### src/rtl/dds_sq_pkg.sv
`timescale 1ns/1ps
package dds_sq_pkg;
  localparam int SAMPLE_W = 16;
  typedef logic signed [SAMPLE_W-1:0] sample_t;

  localparam sample_t LVL_POS = sample_t'(16'sh7FFF);
  localparam sample_t LVL_NEG = sample_t'(16'sh8001);
  localparam sample_t LVL_IDLE = '0;

  // Map the phase sign bit to a full-scale level.
  function automatic sample_t level_for(input logic neg);
    return neg ? LVL_NEG : LVL_POS;
  endfunction
endpackage

### src/rtl/dds_phase_acc.sv
`timescale 1ns/1ps
module dds_phase_acc #(
  parameter int PHASE_W = 32
) (
  input  logic               clk,
  input  logic               rst,
  input  logic               adv,
  input  logic [PHASE_W-1:0] step,
  output logic [PHASE_W-1:0] phase
);
  // Modulo-2^PHASE_W addition; the carry out is dropped on purpose.
  function automatic logic [PHASE_W-1:0] phase_next(
    input logic [PHASE_W-1:0] cur,
    input logic [PHASE_W-1:0] inc
  );
    return cur + inc;
  endfunction

  always_ff @(posedge clk) begin
    if (rst)      phase <= '0;
    else if (adv) phase <= phase_next(phase, step);
  end
endmodule

### src/rtl/dds_level_reg.sv
`timescale 1ns/1ps
module dds_level_reg
  import dds_sq_pkg::*;
(
  input  logic    clk,
  input  logic    rst,
  input  logic    adv,
  input  logic    neg_sel,
  output sample_t sample_q,
  output logic    vld_q
);
  always_ff @(posedge clk) begin
    if (rst) begin
      sample_q <= LVL_IDLE;
      vld_q    <= 1'b0;
    end else begin
      vld_q <= adv;
      if (adv) sample_q <= level_for(neg_sel);
    end
  end
endmodule

### src/rtl/dds_square_gen.sv
`timescale 1ns/1ps
module dds_square_gen
  import dds_sq_pkg::*;
#(
  parameter int PHASE_W = 32
) (
  input  logic                       clk,
  input  logic                       rst,
  input  logic                       clk_en,
  input  logic [PHASE_W-1:0]         tune_word,
  output logic signed [SAMPLE_W-1:0] sample_out,
  output logic                       sample_vld
);
  localparam int MSB = PHASE_W - 1;

  // Named internal events, visible to the bound checker.
  logic [PHASE_W-1:0] phase_q;
  logic               advance;
  logic               phase_neg;

  assign advance   = clk_en;
  assign phase_neg = phase_q[MSB];

  dds_phase_acc #(.PHASE_W(PHASE_W)) u_acc (
    .clk   (clk),
    .rst   (rst),
    .adv   (advance),
    .step  (tune_word),
    .phase (phase_q)
  );

  dds_level_reg u_lvl (
    .clk      (clk),
    .rst      (rst),
    .adv      (advance),
    .neg_sel  (phase_neg),
    .sample_q (sample_out),
    .vld_q    (sample_vld)
  );
endmodule

### config.mk
export PLATFORM = sky130hd
export DESIGN_NAME = dds_square_gen
export DESIGN_NICKNAME = d
export VERILOG_FILES = /design/src/rtl/dds_sq_pkg.sv /design/src/rtl/dds_phase_acc.sv /design/src/rtl/dds_level_reg.sv /design/src/rtl/dds_square_gen.sv
export SDC_FILE = /design/constraint.sdc
export NUM_CORES = 1
export LEC_CHECK = 0
export BUFFER_PORTS_ARGS = -buffer_cell sky130_fd_sc_hd__buf_2
export CAP_MARGIN = 20
export CORE_MARGIN = 4
export CORE_UTILIZATION = 53
export CTS_BUF_LIST = sky130_fd_sc_hd__clkbuf_8
export DETAILED_ROUTE_END_ITERATION = 10
export HOLD_SLACK_MARGIN = 0.05
export PLACE_DENSITY = 0.84
export SLEW_MARGIN = 20
export SYNTH_ARGS = -nofsm -noshare
export SYNTH_HDL_FRONTEND = slang
export SYNTH_SLANG_ARGS = --single-unit
### constraint.sdc
create_clock -name clk -period 2.4 [get_ports clk]
set_input_delay 0.36 -clock clk [delete_from_list [all_inputs] [get_ports clk]]
set_output_delay 0.36 -clock clk [all_outputs]
set_load 0.01 [all_outputs]
-- Word-level counts from Yosys, hierarchy flattened
Index checks and enable logic that the tools add are counted.
- $add $sub $neg: 1
- multiplexer cells: 1
- operators by type and width (kind ; count):
    $add 32x32->32 ; 1
    $mux 16 ; 1
- flip-flop bits (word level): 49
- input bits: 35
- output and inout port bits: 17
- word-level logic and storage cells: 5

-- Depth between registers and ports, before layout
Gate-level depths: netlist of the first run.
- depth after elaboration: 1
- mapped depth: 10
- mapped depth without buffers: 10

-- Hierarchy
Synthesis of the first run repeated with hierarchy kept, for this count alone.
- cells, all modules: 399
- area total of the unflattened synthesis: 3235.6 um^2
- modules (own cells, without submodules) (module ; times used ; cells each ; area an instance (um^2) ; sequential area each (um^2)):
    dds_phase_acc ; 1 ; 374 ; 3007.9 ; 640.6
    dds_level_reg ; 1 ; 25 ; 227.7 ; 80.1

-- Worst setup path before layout of the first run
OpenSTA, ideal clock, no wires.
- path kind: in2reg
- start point: input tune_word[0]
- end point: register u_acc.phase[24]
- setup time: 0.148 ns
- arrival time: 2.339 ns
- data required time: 2.252 ns
- setup slack: -0.087 ns
- stages: 10
- path buffers: 0
- cell sequence: ha_1 fa_1 a21oi_1 o22ai_1 o21ai_2 nor2_1 a211oi_1 o221ai_1 mux2i_1 o311ai_0
- cells in the longest elaborated chain, start to end: 1
- RTL lines (item ; RTL line ; source):
    start: declaration ; dds_square_gen.sv:10 ; input logic [PHASE_W-1:0] tune_word,
    $add 32x32->32 ; dds_phase_acc.sv:16 ; return cur + inc;
    end signal: assignment ; dds_phase_acc.sv:21 ; else if (adv) phase <= phase_next(phase, step);
    end: declaration ; dds_phase_acc.sv:9 ; output logic [PHASE_W-1:0] phase
Every way passes these cells.
A chain may end at the register's enable or synchronous reset.

-- Worst setup path after layout of the first run
- start point: register u_acc.phase[18]
- end point: register u_acc.phase[31]
- cells in the longest elaborated chain, start to end: 1
- RTL lines (item ; RTL line):
    $add 32x32->32 ; dds_phase_acc.sv:16
Every way passes these cells.

==> results.toml, run 1 <==
[critical_path]
critPathKind = "register to register"
reg2reg_from = "u_acc.phase[18]$_SDFFE_PP0P_"
r2r.worst_path.cells = 10
r2r_slack_ps = -90
worst_ep_required_time_ps = 2640
rr_endpoint = "u_acc.phase[31]$_SDFFE_PP0P_"
crit_path_start_kind = "register"
cp_max_fo = 6
startpoint = "u_acc.phase[18]$_SDFFE_PP0P_"
end_kind = "register"
arrival_ps = 2730

[layout]
antenna_cells = 0
drive_gt1_share_pct = 41.5
synthToLayoutAreaGrowth_pct = 35.3
final_area_sq_um = 4290
layout_commonest_cell = "buf_4"
finalNonFillerCells = 552
fin_nets = 546
final_cell_mix = "buf_4 (63), buf_2 (51), nor2_1 (39), dfxtp_1 (29), a21oi_1 (28)"

[floorplan]
die_h_um = 85.3
ios = 52
start_util_pct = 56.2
die_x_um = 85.3
row_count = 27
coreArea_sq_um = 5640
die-area_sq_um = 7280

[yosys]
synth_edf_count = 0
yosysWarnings = 0
ys_seq_elements = 36
yosysSeqAreaShare_pct = 22.7
ys_types = 66
synth.net_count = 452
ys_top_cells_by_area = "dfxtp_1 (23%), ha_1 (12%), a21oi_1 (5.7%)"
netlist_area_sq_um = 3170
avgSynthCellArea_sq_um = 8.23
synthArstFlopShare_pct = 0
syn_inst = 385
ys.flop_type = "dfxtp_1"
synth_top_area_share_pct = 22.7
yosysTopAreaCell = "dfxtp_1"

[sta]
hold_viol = 0
finalSetupTns_ps = -313
setup_ws_ps = -87.6
fmaxAchievable_mhz = 402
finClkSkew_ps = 4.38
relSlewSlack_pct = 68.2
rsz0062_at_grt = "yes"
fin_crit_sh_pct = 104
worst_pin_slew_ps = 477
slew_violations = 0
min_period_ps = 2490
setup_viol = 7

[power]
ir_worst_vdd_mv = 0.445
cellPowerDensity_nw_per_um2 = 698
p_leak_nw = 1.95

[clock_network]
htreeDepth = 2
worstSkewPairLatency_ps = 300
cts_tree = "done"
cts_sinks = 36
hold_buffers = 0
cts_buffers = 5
clock-root-buffer = "clkbuf_8"
path_clk_slew_ps = 90
cts_buffer_depth = 2

[drt]
dr.pass1.iters = 6
avgViaCountPerCell = 6.34
wl_per_cell_um = 18.7
ant_nets = 0
vias = 3500
routed_wl_um = 10300
drt_iter0_drc = 218
drc = 0

[global_route]
grt_pass1_vias = 3319
grt_max_degree = 32
grt_use_total_pct = 23.9
grt_overflow = 0
antenna_found_initial = 0
grt_pass1_wl_um = 14400

[min_path]
hp-class = "input port to register"
hold_path_end = "u_acc.phase[23]$_SDFFE_PP0P_"
hold_depth = 2
min_from = "rst"

[run_status]
status = "finished, violations left"
failed_checks = "setup timing"

[placed_design]
dpl_cell_area_sq_um = 3650
dp_hpwl_um = 6410
gp_congestion = 0.894
dp.cells = 528
io_buffers = 51

[flow_run]
drv_cap = 0
registers in the layout, indices dropped and copies added (netlist names):
register,flops
u_lvl.vld_q,1
u_acc.phase,32
u_lvl.sample_q,3
metal layers:
layer	global-route usage [%]	vias up	routed length, um
li1	-	1574	-
met1	26.3	1632	3810
met2	44.6	231	5100
met3	4.27	63	850
met4	9.64	0	574
met5	0	-	0
layout make-up:
| class | count | area, sq um |
|---|---|---|
| Clock inverter | 3 | 18.8 |
| Sequential cell | 36 | 732 |
| Multi-Input combinational cell | 298 | 2520 |
| Tap cell | 72 | 90.1 |
| Inverter | 19 | 71.3 |
| Clock buffer | 5 | 68.8 |
| Fill cell | 358 | 1350 |
| Timing Repair Buffer | 119 | 785 |
through the flow:
step | worst slack (ps) | power [mW] | util (%) | hold slack [ps]
5_1_grt | -238 | 3.15 | 76.0 | 463
3_5_place_dp | -320 | 2.13 | 64.7 | 447
6_report | -87.6 | 2.99 | 76.0 | 442
2_1_floorplan | 28.0 | 1.77 | - | 458
4_1_cts | -62.2 | 2.66 | 69.2 | 438
3_3_place_gp | -201 | 2.07 | 64.7 | 443
synth_stat cells (2+ instances only):
library cell  instances
xnor2_1              15
xor2_1                9
buf_4                15
nand4_1               8
a21o_1               11
and3_1                2
nor3_2                2
clkbuf_1              5
o21a_1                2
buf_6                 7
ha_1                 31
a211oi_1              4
nand2b_1              2
a21oi_1              36
o21bai_1              7
inv_1                18
o22ai_1              10
nand2_1              24
or3_1                 2
dfxtp_1              36
buf_1                 2
nor4_1                2
o21ai_0              10
clkbuf_8              2
nor2_1               40
nand3_1               9
o31ai_1               2
mux2i_1              18
nor3_1                7
o211ai_1              4
a22oi_1               2
o21ai_1               2
a31oi_1               5
nor3b_1               2
critical path, stage by stage, from the launching register on:
cell,delay (ps)
dfxtp_2,350
ha_4,280
buf_6,120
nand4_1,190
nor3_2,290
a22oi_2,170
nand4_1,170
nand3_2,110
and4_4,160
or4_4,470
a21oi_2,120
worst max-delay path by stage:
stage,slack [ps],cells past startpoint,to
2_1_floorplan,30,10,u_acc.phase[28]$_SDFFE_PP0P_
3_3_place_gp,-200,12,u_acc.phase[20]$_SDFFE_PP0P_
3_5_place_dp,-320,11,u_acc.phase[31]$_SDFFE_PP0P_
4_1_cts,-60,10,u_acc.phase[28]$_SDFFE_PP0P_
5_1_grt,-240,10,u_acc.phase[31]$_SDFFE_PP0P_
6_report,-90,10,u_acc.phase[31]$_SDFFE_PP0P_
cells by family after synthesis:
kind of cell / share of synthesized area (%)
adder cells (fa/ha/maj): 12.9
XOR/XNOR: 6.64
AO/OA/AOI/OAI: 23.2
multiplexers: 5.69
flip-flops: 22.7
AND/OR/NAND/NOR: 18.2
buffers and inverters: 10.6
power by group:
part | leakage [nW] | internal [mW] | switching [mW] | total (mW)
clock | 0.0479 | 0.203 | 0.265 | 0.468
combinational | 1.60 | 0.854 | 0.882 | 1.74
sequential | 0.300 | 0.699 | 0.0881 | 0.787
timing repair:
item / 4_1_cts / 5_1_grt
gates resized for setup: 14 / 53
pin swaps: 15 / 41
setup buffers: 9 / 9
setup endpoints to repair: 12 / 16
Note: power is estimated with default switching activity, not from simulation.
==> run 2: changes to the inputs <==
- CORE_UTILIZATION: 53 -> 40
- PLACE_DENSITY: 0.84 -> 0.67
==> results.toml, run 2 (synthesis results as in run 1) <==
[run_status]
status = "finished, violations left"
failed_checks = "setup timing"

[clock_network]
cts_sinks = 36
worstSkewPairLatency_ps = 300
htreeDepth = 2
cts_buffers = 5
cts_buffer_depth = 2
cts_tree = "done"
path_clk_slew_ps = 90
hold_buffers = 0
clock-root-buffer = "clkbuf_8"

[global_route]
grt_pass1_wl_um = 14400
grt_max_degree = 20
antenna_found_initial = 0
grt_pass1_vias = 3214
grt_overflow = 0
grt_use_total_pct = 18.1

[placed_design]
io_buffers = 51
dp_hpwl_um = 6260
gp_congestion = 0.910
dp.cells = 565
post-place-ws_ps = -307

[min_path]
hold_depth = 2
hold_path_end = "u_acc.phase[23]$_SDFFE_PP0P_"
min_from = "rst"
hp-class = "input port to register"

[sta]
rsz0062_at_grt = "yes"
min_period_ps = 2450
hold_viol = 0
fmaxAchievable_mhz = 407
slew_violations = 0
finalSetupTns_ps = -116
fin_crit_sh_pct = 102
worst_pin_slew_ps = 379
setup_viol = 4
relSlewSlack_pct = 74.6
setup_ws_ps = -54.3
finClkSkew_ps = 15.2
fin_hold_ws_ps = 448

[layout]
top_regs = "u_acc.phase (32), u_lvl.sample_q (3), u_lvl.vld_q (1)"
final_cell_mix = "buf_4 (69), buf_2 (51), nor2_1 (39), dfxtp_1 (30), a21oi_1 (29)"
drive_gt1_share_pct = 39.5
antenna_cells = 0
largest_reg_flops = 32
max_flop_register = "u_acc.phase"
layout_commonest_cell = "buf_4"
synthToLayoutAreaGrowth_pct = 34.7
finalNonFillerCells = 586
fin_nets = 550

[critical_path]
reg2reg_from = "u_acc.phase[16]$_SDFFE_PP0P_"
r2r_slack_ps = -50
end_kind = "register"
rr_endpoint = "u_acc.phase[27]$_SDFFE_PP0P_"
crit_path_start_kind = "register"
worst_ep_required_time_ps = 2560
critPathKind = "register to register"
r2r.worst_path.cells = 10
arrival_ps = 2620
cp_max_fo = 6

[floorplan]
row_count = 32
start_util_pct = 41.0
coreArea_sq_um = 7730
ios = 52
die-area_sq_um = 9410
die_x_um = 97.0
die_h_um = 97.0

[power]
p_leak_nw = 1.96
ir_worst_vdd_mv = 0.410
power.total_mw = 2.88
cellPowerDensity_nw_per_um2 = 675

[drt]
ant_nets = 0
vias = 3196
avgViaCountPerCell = 5.45
drc = 0
wl_per_cell_um = 14.9
drt_iter0_drc = 96
dr.pass1.iters = 4
routed_wl_um = 8750

[flow_run]
drv_cap = 0
[run 2: critical path, stage by stage (launching register included)]
cell,delay [ps]
dfxtp_1,340
ha_2,320
a21o_1,190
a21o_1,180
a21oi_1,310
nand4_1,200
buf_4,180
buf_4,120
a31oi_1,240
xor2_1,170
o22ai_1,90
[run 2: area by class of cell]
cell class | instances | area (sq um)
fillers | 731 | 3460
multi-input cells | 298 | 2440
repair buffers | 123 | 807
flip-flops and latches | 36 | 731
well taps | 102 | 128
clock buffers | 6 | 82.6
inverters | 19 | 71.3
clock inverters | 2 | 11.3
[run 2: layer usage]
layer,up-vias,track usage (%),routed length (um)
li1,1585,-,-
met1,1513,22.4,3790
met2,84,31.4,4420
met3,14,3.75,408
met4,0,5.51,136
met5,-,0,0
[run 2: worst max-delay path by stage]
stage / end / cells past startpoint / slack [ps] / start
3_5_place_dp: u_acc.phase[20]$_SDFFE_PP0P_ / 12 / -310 / tune_word[0]
4_1_cts: u_acc.phase[28]$_SDFFE_PP0P_ / 10 / -60 / u_acc.phase[0]$_SDFFE_PP0P_
3_3_place_gp: u_acc.phase[20]$_SDFFE_PP0P_ / 12 / -300 / tune_word[0]
5_1_grt: u_acc.phase[18]$_SDFFE_PP0P_ / 12 / -180 / u_acc.phase[0]$_SDFFE_PP0P_
6_report: u_acc.phase[27]$_SDFFE_PP0P_ / 10 / -50 / u_acc.phase[16]$_SDFFE_PP0P_
2_1_floorplan: u_acc.phase[28]$_SDFFE_PP0P_ / 10 / 30 / tune_word[0]
[run 2: metrics by stage]
step / utilization [%] / cell area [sq um]
finish: 55.2 / 4270
global route: 55.2 / 4270
CTS: 53.1 / 4100
detailed placement: 48.4 / 3740
global placement: 48.4 / 3740
floorplan: - / 3180
[run 2: timing repair]
item | in CTS | in global routing
endpoints found under the setup margin | 9 | 15
pin swaps | 17 | 27
buffers inserted | 8 | 5
resized for setup | 27 | 27
[run 2: power by group]
group | switching (mW) | internal (mW) | total, mW
registers | 0.0728 | 0.698 | 0.771
clock network | 0.244 | 0.230 | 0.474
logic | 0.804 | 0.830 | 1.63
total | 1.12 | 1.76 | 2.88
